==> src/rtl/odt_win_pkg.sv <==
package odt_win_pkg;

  // read latency choices, in half cycles after the command edge
  localparam int LAT_HALF_MIN = 4;
  localparam int LAT_HALF_MAX = 5;

  // window margins around the two read beats, in half cycles
  localparam int PRE_HALF      = 1;  // before the first beat
  localparam int POST_MEM_HALF = 1;  // memory side, after the last beat
  localparam int POST_CTL_HALF = 3;  // controller side, after the last beat

  localparam int BURST_BEATS = 2;

  typedef enum logic {
    STY_JOINT = 1'b0,
    STY_SPLIT = 1'b1
  } term_style_e;

endpackage

==> src/rtl/odt_phase_gate.sv <==
module odt_phase_gate (
  input  logic clk_i,
  input  logic rst_ni,
  input  logic rd_cmd_i,
  input  logic wr_cmd_i,
  output logic rd_take_o,
  output logic wr_take_o,
  output logic phase_o
);

  logic ph_q;
  logic ph_d;

  always_comb begin
    ph_d      = ~ph_q;
    rd_take_o = rd_cmd_i & ~ph_q;
    // a read wins when both arrive in the same slot
    wr_take_o = wr_cmd_i & ~ph_q & ~rd_cmd_i;
  end

  always_ff @(posedge clk_i or negedge rst_ni) begin
    if (!rst_ni) ph_q <= 1'b0;
    else         ph_q <= ph_d;
  end

  assign phase_o = ph_q;

endmodule

==> src/rtl/odt_cmd_hist.sv <==
module odt_cmd_hist #(
  parameter int DEPTH = 9
) (
  input  logic             clk_i,
  input  logic             rst_ni,
  input  logic             take_i,
  output logic [DEPTH:0]   hist_o
);

  logic [DEPTH-1:0] hist_q;
  logic [DEPTH-1:0] hist_d;

  always_comb begin
    hist_o = {hist_q, take_i};
    hist_d = hist_o[DEPTH-1:0];
  end

  always_ff @(posedge clk_i or negedge rst_ni) begin
    if (!rst_ni) hist_q <= '0;
    else         hist_q <= hist_d;
  end

endmodule

==> src/rtl/odt_win_decode.sv <==
module odt_win_decode
  import odt_win_pkg::*;
#(
  parameter int RD_DEPTH  = 9,
  parameter int WR_DEPTH  = 3,
  parameter int CTL_SHIFT = 0,
  parameter int WR_LAT    = 2
) (
  input  logic [RD_DEPTH:0] rd_hist_i,
  input  logic [WR_DEPTH:0] wr_hist_i,
  input  logic              lat_sel_i,
  output logic              beat_o,
  output logic              wide_o,
  output logic              ctl_win_o,
  output logic              wr_beat_o
);

  function automatic logic [RD_DEPTH:0] span_mask(input int lo, input int hi);
    logic [RD_DEPTH:0] m;
    m = '0;
    for (int i = 0; i <= RD_DEPTH; i++) begin
      if (i >= lo && i <= hi) m[i] = 1'b1;
    end
    return m;
  endfunction

  logic [1:0] beat_l;
  logic [1:0] wide_l;
  logic [1:0] ctl_l;

  for (genvar g = 0; g < 2; g++) begin : g_lat
    localparam int LAT  = LAT_HALF_MIN + g;
    localparam int LAST = LAT + BURST_BEATS - 1;
    localparam logic [RD_DEPTH:0] M_BEAT = span_mask(LAT, LAST);
    localparam logic [RD_DEPTH:0] M_WIDE = span_mask(LAT - PRE_HALF, LAST + POST_MEM_HALF);
    localparam logic [RD_DEPTH:0] M_CTL  = span_mask(LAT - PRE_HALF + CTL_SHIFT,
                                                     LAST + POST_CTL_HALF + CTL_SHIFT);
    assign beat_l[g] = |(rd_hist_i & M_BEAT);
    assign wide_l[g] = |(rd_hist_i & M_WIDE);
    assign ctl_l[g]  = |(rd_hist_i & M_CTL);
  end

  always_comb begin
    beat_o    = beat_l[lat_sel_i];
    wide_o    = wide_l[lat_sel_i];
    ctl_win_o = ctl_l[lat_sel_i];
    wr_beat_o = |wr_hist_i[WR_LAT +: BURST_BEATS];
  end

endmodule

==> src/rtl/odt_dq_term_timer.sv <==
module odt_dq_term_timer
  import odt_win_pkg::*;
#(
  parameter int CTL_SHIFT = 0,
  parameter int WR_LAT    = 2
) (
  input  logic clk_i,
  input  logic rst_ni,
  input  logic odt_en_i,
  input  logic lat_sel_i,
  input  logic style_sel_i,
  input  logic rd_cmd_i,
  input  logic wr_cmd_i,
  output logic mem_pu_en_o,
  output logic mem_pd_en_o,
  output logic ctl_drive_low_o,
  output logic ctl_drive_wr_o,
  output logic ctl_term_en_o,
  output logic rd_beat_o,
  output logic cyc_phase_o
);

  localparam int RD_DEPTH = LAT_HALF_MAX + BURST_BEATS - 1 + POST_CTL_HALF + CTL_SHIFT;
  localparam int WR_DEPTH = WR_LAT + BURST_BEATS - 1;

  logic                rd_take_w, wr_take_w;
  logic [RD_DEPTH:0]   rd_hist_w;
  logic [WR_DEPTH:0]   wr_hist_w;
  logic                beat_w, wide_w, ctl_win_w, wr_beat_w;
  term_style_e         style_w;

  odt_phase_gate u_gate (
    .clk_i     (clk_i),
    .rst_ni    (rst_ni),
    .rd_cmd_i  (rd_cmd_i),
    .wr_cmd_i  (wr_cmd_i),
    .rd_take_o (rd_take_w),
    .wr_take_o (wr_take_w),
    .phase_o   (cyc_phase_o)
  );

  odt_cmd_hist #(.DEPTH(RD_DEPTH)) u_rd_hist (
    .clk_i  (clk_i),
    .rst_ni (rst_ni),
    .take_i (rd_take_w),
    .hist_o (rd_hist_w)
  );

  odt_cmd_hist #(.DEPTH(WR_DEPTH)) u_wr_hist (
    .clk_i  (clk_i),
    .rst_ni (rst_ni),
    .take_i (wr_take_w),
    .hist_o (wr_hist_w)
  );

  odt_win_decode #(
    .RD_DEPTH  (RD_DEPTH),
    .WR_DEPTH  (WR_DEPTH),
    .CTL_SHIFT (CTL_SHIFT),
    .WR_LAT    (WR_LAT)
  ) u_dec (
    .rd_hist_i (rd_hist_w),
    .wr_hist_i (wr_hist_w),
    .lat_sel_i (lat_sel_i),
    .beat_o    (beat_w),
    .wide_o    (wide_w),
    .ctl_win_o (ctl_win_w),
    .wr_beat_o (wr_beat_w)
  );

  assign style_w = term_style_e'(style_sel_i);

  logic pu_d, pd_d, low_d, wr_d, term_d, beat_d;
  logic pu_q, pd_q, low_q, wr_q, term_q, beat_q;

  always_comb begin
    pu_d   = odt_en_i & ~wide_w;
    pd_d   = odt_en_i & ~((style_w == STY_SPLIT) ? beat_w : wide_w);
    wr_d   = wr_beat_w;
    term_d = ctl_win_w & ~wr_beat_w;
    low_d  = ~wr_beat_w & ~ctl_win_w;
    beat_d = beat_w;
  end

  always_ff @(posedge clk_i or negedge rst_ni) begin
    if (!rst_ni) begin
      pu_q   <= 1'b0;
      pd_q   <= 1'b0;
      low_q  <= 1'b1;
      wr_q   <= 1'b0;
      term_q <= 1'b0;
      beat_q <= 1'b0;
    end else begin
      pu_q   <= pu_d;
      pd_q   <= pd_d;
      low_q  <= low_d;
      wr_q   <= wr_d;
      term_q <= term_d;
      beat_q <= beat_d;
    end
  end

  assign mem_pu_en_o     = pu_q;
  assign mem_pd_en_o     = pd_q;
  assign ctl_drive_low_o = low_q;
  assign ctl_drive_wr_o  = wr_q;
  assign ctl_term_en_o   = term_q;
  assign rd_beat_o       = beat_q;

endmodule

==> config.mk <==
export PLATFORM = sky130hd
export DESIGN_NAME = odt_dq_term_timer
export DESIGN_NICKNAME = d
export VERILOG_FILES = /design/src/rtl/odt_win_pkg.sv /design/src/rtl/odt_phase_gate.sv /design/src/rtl/odt_cmd_hist.sv /design/src/rtl/odt_win_decode.sv /design/src/rtl/odt_dq_term_timer.sv
export SDC_FILE = /design/constraint.sdc
export NUM_CORES = 1
export LEC_CHECK = 0
export BUFFER_PORTS_ARGS = -buffer_cell sky130_fd_sc_hd__clkbuf_2
export CORE_MARGIN = 2
export CORE_UTILIZATION = 40
export CTS_CLUSTER_DIAMETER = 50
export DETAILED_ROUTE_END_ITERATION = 7
export MAX_ROUTING_LAYER = met4
export PLACE_DENSITY = 0.6
export SYNTH_ARGS = -nofsm -noshare
export SYNTH_HDL_FRONTEND = slang
export SYNTH_SLANG_ARGS = --single-unit
==> constraint.sdc <==
create_clock -name clk_i -period 1.1 [get_ports clk_i]
set_clock_uncertainty 0.05 [all_clocks]
set_input_delay 0.22 -clock clk_i [delete_from_list [all_inputs] [get_ports clk_i]]
set_output_delay 0.22 -clock clk_i [all_outputs]
set_load 0.1 [all_outputs]
Yosys cells after proc, flatten, opt, wreduce, memory -nomap -nowiden
Index checks and enable logic that the tools add are counted.
{ "totals": {"ff_bits": 19, "out_inout_bits": 7, "wordCells": 37} }
{ "op_classes": {"magnitude_cmp": 1, "muxes": 7, "bitwise": 13, "reduce_logical": 7} }
{ "ops": {"columns": ["operator", "n"], "rows": [
  ["6-bit OR reduction", 2],
  ["4-bit OR reduction", 2],
  ["1-bit bitwise AND", 7],
  ["1-bit two-way mux", 7],
  ["1-bit NOT", 6],
  ["2-bit OR reduction", 3],
  ["1-bit by 2-bit < comparator with 1-bit output, second input constant", 1]
]} }

Longest topological paths before layout
Gate-level depths: netlist of run 1.
{ "depth": {"ltp_word": 6, "depth_mapped": 3, "ltp_nobuf": 3} }

Cells and area by module
A second synthesis of run 1 with hierarchy kept.
{ "hier_totals": {"cells_unflattened": 38, "area_unflattened_um2": 600.6} }
{ "modules_own_cells": {"columns": ["mod", "instances", "cells_each", "area_per_inst_um2", "seq_area_each_um2"], "rows": [
  ["odt_cmd_hist at u_rd_hist", 1, 10, 232.7, 225.2],
  ["odt_dq_term_timer", 1, 11, 183.9, 151.4],
  ["odt_cmd_hist at u_wr_hist", 1, 4, 82.6, 75.1],
  ["odt_win_decode", 1, 9, 53.8, 0.0],
  ["odt_phase_gate", 1, 4, 47.5, 25.0]
]} }

Worst setup path before layout of run 1
No wires, ideal clock.
{ "synth_path": {"path_kind": "register to register", "start": "register u_gate.ph_q (netlist: u_gate.phase_o)", "end": "register u_wr_hist.hist_q[0]", "arrival_ns": 1.038, "setup_slack_ns": -0.153, "path_stages_with_launch": 2, "path_buffers": 0, "synth_period_minus_slack_ns": 1.253, "cell_sequence": "dfrtp_1 nor3b_1"} }
{ "synth_via": {"elab_chain_len": 3} }
{ "synth_lines": {"columns": ["item", "line", "rtl"], "rows": [
  ["from (decl)", "odt_phase_gate.sv:11", "logic ph_q;"],
  ["from (signal assigned)", "odt_phase_gate.sv:23", "else ph_q <= ph_d;"],
  ["1-bit NOT", "odt_phase_gate.sv:18", "wr_take_o = wr_cmd_i & ~ph_q & ~rd_cmd_i;"],
  ["1-bit bitwise AND (2 in series)", "odt_phase_gate.sv:18", null],
  ["named net u_dec.wr_hist_i[0]", "odt_win_decode.sv:10", "input logic [WR_DEPTH:0] wr_hist_i,"],
  ["to (signal assigned)", "odt_cmd_hist.sv:20", "else hist_q <= hist_d;"],
  ["to (decl)", "odt_cmd_hist.sv:10", "logic [DEPTH-1:0] hist_q;"]
]} }
The timed path passes the listed nets, and every way through them passes these cells.

Worst setup path in the final report of run 1
{ "layout_path": {"start": "register low_q (netlist: ctl_drive_low_o)", "end": "output ctl_drive_low_o"} }
{ "layout_lines": {"columns": ["item", "line", "rtl"], "rows": [
  ["from (decl)", "odt_dq_term_timer.sv:74", "logic pu_q, pd_q, low_q, wr_q, term_q, beat_q;"],
  ["from (signal assigned)", "odt_dq_term_timer.sv:96", "low_q <= low_d;"],
  ["to (decl)", "odt_dq_term_timer.sv:16", "output logic ctl_drive_low_o,"]
]} }
No word-level cell between the ends.

==> flow_metrics.tcl, run 1 <==
set metrics [dict create \
    period_minus_slack_ns 1.289 \
    endpoint_kind "output pin" \
    ys_seq_elements 19 \
    grt_pass1_vias 361 \
    clockBufferDepth 2 \
    io_pins 14 \
    async_reset_ff_frac 1.000 \
    power_density_nw_per_um2 1426 \
    dieArea_um2 1852 \
    cp.depth 1 \
    swShare 0.2617 \
    pwr-share-comb 0.171 \
    ir_drop_mv 1.018 \
    cap_violations 0 \
    drc 0 \
    vias_per_cell 4.632 \
    drt_first_iter_violations 0 \
    synthFlopType "dfrtp_1" \
    finalSetupViolCount 10 \
    cts_max_level 1 \
    grt-busiest-layer "met2" \
    yosysMostFrequentCell "dfrtp_1" \
    cp_slowest_cell "dfstp_2" \
    rsz0062_at_grt "true" \
    clk_pin_slew_ns 0.09 \
    fmax_mhz 776.1 \
    worstPathMaxFanout 1 \
    worst_hold_slack_ns 0.03915 \
    post_synth_num_cell_types 17 \
    grt_use_met2 0.1818 \
    slew-limit-headroom 0.7024 \
    violations "setup timing" \
    wl_per_cell_um 11.91 \
    grt_util_met1 0.1328 \
    start_kind "register" \
    synth_top_area_frac 0.7392 \
    worst_slack_ns -0.1885 \
    critPathTopFamily "flip-flops" \
    port_buffers 13 \
    crit_chain "buf_12" \
    design_area_um2 908.4 \
    clock-root-buffer "clkbuf_4" \
    min_path_type "in2reg" \
    critical_path_class "reg2out" \
    p_switching_uw 339.1 \
    ys_seq_area_frac 0.7823 \
    grt_pass1_wl_mm 1.524 \
    tritoncts "built" \
    cellLeakagePower_uw 0.0004316 \
    place_congestion 0.6686 \
    die_x_um 43.03 \
    p_int_uw 956.4 \
    drive_gt1_frac 0.5833 \
    synthesis.nets 44 \
    yosysWarnings 0 \
    track_usage 0.1236 \
    first_pass_iters 1 \
    syn_area_um2 609.3 \
    nets 68 \
    worstRegToRegCells 3 \
    avgSynthCellArea_um2 16.47 \
    max_slew.worst_pin.slew_ns 0.4464 \
    syn_inst 37 \
    wirelength_um 905 \
    final_antenna_net_count 0 \
    final_max_slew_viol_count 0 \
    die_y_um 43.03 \
    grt_use_met3 0.03830 \
    synth-edff-count 0 \
    whs_path_depth 2 \
    grt_start_max_net_pins 20 \
    placed_area_um2 814.5 \
    hold_violations 0 \
    core_area_um2 1471 \
    num_vias 352 \
    slowest_delay_ns 0.56 \
    insertion_delay_ns 0.28 \
    cp_num_buf_inv 1 \
    clock_power_share 0.254 \
    p_seq_frac 0.575 \
    place_hpwl_um 621.5 \
    synthTopCellsByArea "dfrtp_1, dfstp_2, nor4b_4" \
    initial_core_util 0.4141 \
    tns_ns -0.6112 \
    cts_buffers 3 \
    cts.sinks 19 \
    status "finished with violations" \
    yosysTopAreaCell "dfrtp_1" \
    fin_crit_sh 1.171 \
    n_antenna_cell 0 \
    syn2layout_area_growth_pct 49.08 \
    antenna_found_initial 0 \
    yosys-top-cells-count "dfrtp_1, inv_1, mux2i_1, nor2b_1" \
    post-place-ws_ns -0.02627 \
    row_count 14 \
    critPathArrivalTime_ns 1.02 \
    cp_data_required_time_ns 0.83 \
    grt-ovfl-total 0 \
]
-- what timing repair did --
item                       4_1_cts  5_1_grt
buffers inserted                 3        2
hold endpoints to repair        18        0
pin swaps                        0        3
resized for setup                1        6
setup endpoints to repair       10       11
hold buffers                     1        0
-- stage by stage --
| step | util | power, uW | cells |
|---|---|---|---|
| after detailed placement | 0.5536 | 960.2 | 67 |
| final | 0.6173 | 1295 | 76 |
| after floorplan | - | 866.0 | 37 |
| after CTS | 0.5969 | 1307 | 75 |
| after global routing | 0.6173 | 1356 | 76 |
| after global placement | 0.5536 | 958.7 | 67 |
-- cell usage in the layout, fill, tap and decap left out, types with 2 or more instances in the layout --
| cell type | netlist | final |
|---|---|---|
| nor2b_1 | 2 | 2 |
| clkbuf_4 | 0 | 3 |
| mux2i_1 | 2 | 2 |
| inv_1 | 2 | 2 |
| dfrtp_2 | 0 | 7 |
| dfrtp_1 | 18 | 11 |
| buf_12 | 0 | 7 |
| clkbuf_2 | 0 | 6 |
| buf_4 | 0 | 5 |
-- layout make-up --
cell class              count  area (um^2)
fillers                   116        563.0
flip-flops and latches     19        485.5
repair buffers             19        217.7
multi-input cells          16        151.4
clock buffers               4        26.28
well taps                  16        20.02
inverters                   2        7.507
-- metal layers --
layer | vias up | part of all wire
met5 | - | 0
met4 | 0 | 0.038
met3 | 5 | 0.057
met2 | 15 | 0.46
met1 | 165 | 0.45
li1 | 167 | -
-- power groups by stage --
stage                     Clock [uW]  Combinational, uW  Sequential, uW
after floorplan                    0               25.5             841
after global placement             0                202             757
after detailed placement           0                203             757
after CTS                        349                214             744
after global routing             377                231             748
final                            329                221             745
-- flip-flops by register name (all words and copies together) (netlist names) --
| name | flops |
|---|---|
| ctl_drive_wr_o | 1 |
| rd_beat_o | 1 |
| u_wr_hist.hist_q | 3 |
| ctl_term_en_o | 1 |
| u_gate.phase_o | 1 |
| mem_pd_en_o | 1 |
| u_rd_hist.hist_q | 9 |
| ctl_drive_low_o | 1 |
| mem_pu_en_o | 1 |
-- logic make-up (layout without fill, tap and decap cells) --
kind of cell / after synthesis / after routing / share of synthesized area
AOI/OAI and AO/OA: 3 / 3 / 0.03286
buffers and inverters: 2 / 25 / 0.01232
muxes: 2 / 2 / 0.03286
and+or+nand+nor: 11 / 11 / 0.1396
DFF: 19 / 19 / 0.7823
-- final timing paths --
| kind | to | start | slack, ns |
|---|---|---|---|
| worst max-delay path | ctl_drive_low_o | ctl_drive_low_o$_DFF_PN1_ | -0.19 |
| worst min-delay path | u_wr_hist.hist_q[0]$_DFF_PN0_ | rd_cmd_i | 0.04 |
| worst max register to register | ctl_drive_low_o$_DFF_PN1_ | u_rd_hist.hist_q[6]$_DFF_PN0_ | -0.08 |
| worst min register to register | u_wr_hist.hist_q[1]$_DFF_PN0_ | u_wr_hist.hist_q[0]$_DFF_PN0_ | 0.31 |
| max in group asynchronous | ctl_drive_low_o$_DFF_PN1_ | rst_ni | 0.32 |
| min in group asynchronous | u_rd_hist.hist_q[8]$_DFF_PN0_ | rst_ni | 0.35 |
(Power assumes the default switching activity.)
==> run 2, diff against run 1 <==
==> constraint.sdc (replaced) <==
create_clock -name clk_i -period 1.1 [get_ports clk_i]
set_clock_uncertainty 0.05 [all_clocks]
set_input_delay 0 -clock clk_i [delete_from_list [all_inputs] [get_ports clk_i]]
set_output_delay 0 -clock clk_i [all_outputs]
set_load 0.1 [all_outputs]
==> run 2 against run 1 <==
Compared with the run above:
- the run still ends with setup timing left
- critical endpoint is now ctl_drive_low_o$_DFF_PN1_
- sequential cell count is the same
- total power rose by 1.0%
- die area unchanged
- fmax is 12% higher
- sequential power about the same
- combinational power grew 4%
- count of clock-buffer cells in the layout shrank 1
- highest routed layer is now met3
- register-to-register slack improved by 0.03 ns
- setup slack improved by 0.14 ns
- largest power group unchanged
- critical path depth grew 2
- clock power grew 2%
- first-iteration DRC count rose by 4
==> flow_metrics.tcl, run 2 (synthesized netlist as in run 1, its figures left out) <==
set metrics [dict create \
    status "finished with violations" \
    violations "setup timing" \
    clk_pin_slew_ns 0.10 \
    final_max_slew_viol_count 0 \
    wl_met1_um 413 \
    max_slew.worst_pin.slew_ns 0.4439 \
    layout.cells.non_filler 78 \
    p_seq_frac 0.567 \
    cp_data_required_time_ns 1.29 \
    hold_violations 0 \
    clock_power_share 0.257 \
    routed.top_layer "met3" \
    min_path_type "in2reg" \
    grt_pass1_vias 397 \
    drive_gt1_frac 0.4839 \
    insertion_delay_ns 0.29 \
    power_density_nw_per_um2 1417 \
    wl_per_cell_um 11.73 \
    worstRegToRegCells 3 \
    regArea_um2 479.2 \
    p_switching_uw 352.8 \
    place_hpwl_um 580 \
    multi_input_area_um2 146.4 \
    final_core_util 0.6276 \
    row_count 14 \
    pwr-share-comb 0.176 \
    critical_path_class "reg2reg" \
    whs_path_depth 3 \
    ir_drop_mv 0.7558 \
    final_cell_mix "dfrtp_1, buf_12, clkbuf_2" \
    initial_core_util 0.4141 \
    start_kind "register" \
    fill_cells 120 \
    cts_max_level 1 \
    wirelength_um 915 \
    finalSetupViolCount 3 \
    largest_reg_flops 9 \
    fmax_mhz 872.5 \
    dieArea_um2 1852 \
    grt_start_max_net_pins 20 \
    final_antenna_net_count 0 \
    rsz0062_at_grt "true" \
    grt-ovfl-total 0 \
    drc 0 \
    final_common_cell "dfrtp_1" \
    swShare 0.2696 \
    cap_violations 0 \
    wl_met2_um 451 \
    wl_met3_um 50 \
    first_pass_iters 4 \
    fin_crit_sh 1.042 \
    endpoint_kind "register" \
    port_buffers 13 \
    core_area_um2 1471 \
    syn2layout_area_growth_pct 51.54 \
    die_x_um 43.03 \
    grt_pass1_wl_mm 1.683 \
    worstPathMaxFanout 3 \
    p_int_uw 955.7 \
    cts.sinks 19 \
    num_vias 364 \
    cellLeakagePower_uw 0.0004444 \
    n_antenna_cell 0 \
    place_congestion 0.7161 \
    top_regs "u_rd_hist.hist_q: 9 flops, u_wr_hist.hist_q: 3 flops" \
    track_usage 0.1304 \
    antenna_found_initial 0 \
    io_pins 14 \
    nets 70 \
    critPathArrivalTime_ns 1.34 \
    drt_first_iter_violations 4 \
    die_y_um 43.03 \
    cts_buffers 3 \
    period_minus_slack_ns 1.146 \
    clock-root-buffer "clkbuf_4" \
    top_register "u_rd_hist.hist_q" \
    slew-limit-headroom 0.7040 \
    clockBufferDepth 2 \
    dp_cells 66 \
    tritoncts "built" \
    worst_slack_ns -0.04617 \
    vias_per_cell 4.667 \
]
[run 2: cell types whose count changed in the layout (fill, tap and decap cells not counted), sizes merged]
cell and change:
buf -2, clkbuf -1, clkinv +1, dlygate4sd3 +4
[run 2: layout make-up]
class / instances / area share
multi-input combinational: 16 / 0.1585
clock inverter: 1 / 0.005420
timing repair buffer: 21 / 0.2629
tap: 16 / 0.02168
clock buffer: 3 / 0.02439
sequential: 19 / 0.5190
inverter: 2 / 0.008130
[run 2: path summary, 6_finish.rpt]
path | from | to | slack (ns)
setup / recovery | u_rd_hist.hist_q[6]$_DFF_PN0_ | ctl_drive_low_o$_DFF_PN1_ | -0.05
hold / removal | lat_sel_i | ctl_drive_low_o$_DFF_PN1_ | 0.05
setup reg to reg | u_rd_hist.hist_q[6]$_DFF_PN0_ | ctl_drive_low_o$_DFF_PN1_ | -0.05
hold reg to reg | u_rd_hist.hist_q[0]$_DFF_PN0_ | u_rd_hist.hist_q[1]$_DFF_PN0_ | 0.31
max in group asynchronous | rst_ni | ctl_drive_low_o$_DFF_PN1_ | 0.54
min in group asynchronous | rst_ni | u_rd_hist.hist_q[8]$_DFF_PN0_ | 0.13
[run 2: per-layer routing]
layer / GRT usage / up-vias
li1: - / 175
met1: 0.1681 / 175
met2: 0.1939 / 14
met3: 0.02553 / 0
met4: 0.07273 / 0
met5: - / -
[run 2: power groups by stage]
stage | registers, uW | clock network (uW) | logic, uW
2_1_floorplan | 838 | 0 | 25.5
3_3_place_gp | 754 | 0 | 199
3_5_place_dp | 755 | 0 | 199
4_1_cts | 741 | 352 | 223
5_1_grt | 746 | 385 | 241
6_report | 743 | 336 | 230
[run 2: worst max-delay path: stages, from the launching register on]
cell     delay (ns)
dfrtp_1        0.41
mux2i_2        0.18
nor4b_4        0.26
and3_1         0.19
[run 2: metrics by stage]
step	hold slack, ns	setup TNS, ns	total power [uW]	area (um^2)	setup slack (ns)
global placement	-0.08629	-0.07403	953.4	800.8	-0.03733
global route	0.06871	-0.3591	1373	923.4	-0.1233
finish	0.05396	-0.1012	1308	923.4	-0.04617
detailed placement	-0.08492	-0.07294	954.5	800.8	-0.03394
CTS	0.03447	-0.07169	1317	900.9	-0.03517
floorplan	-0.3456	0	863.6	610.6	0.07122
[run 2: repair_timing]
action / 4_1_cts / 5_1_grt
setup endpoints to repair: 3 / 5
gates resized for setup: 0 / 7
hold buffers: 5 / 0
setup buffers: 3 / 1
hold endpoints to repair: 23 / 0
pin swaps: 1 / 2
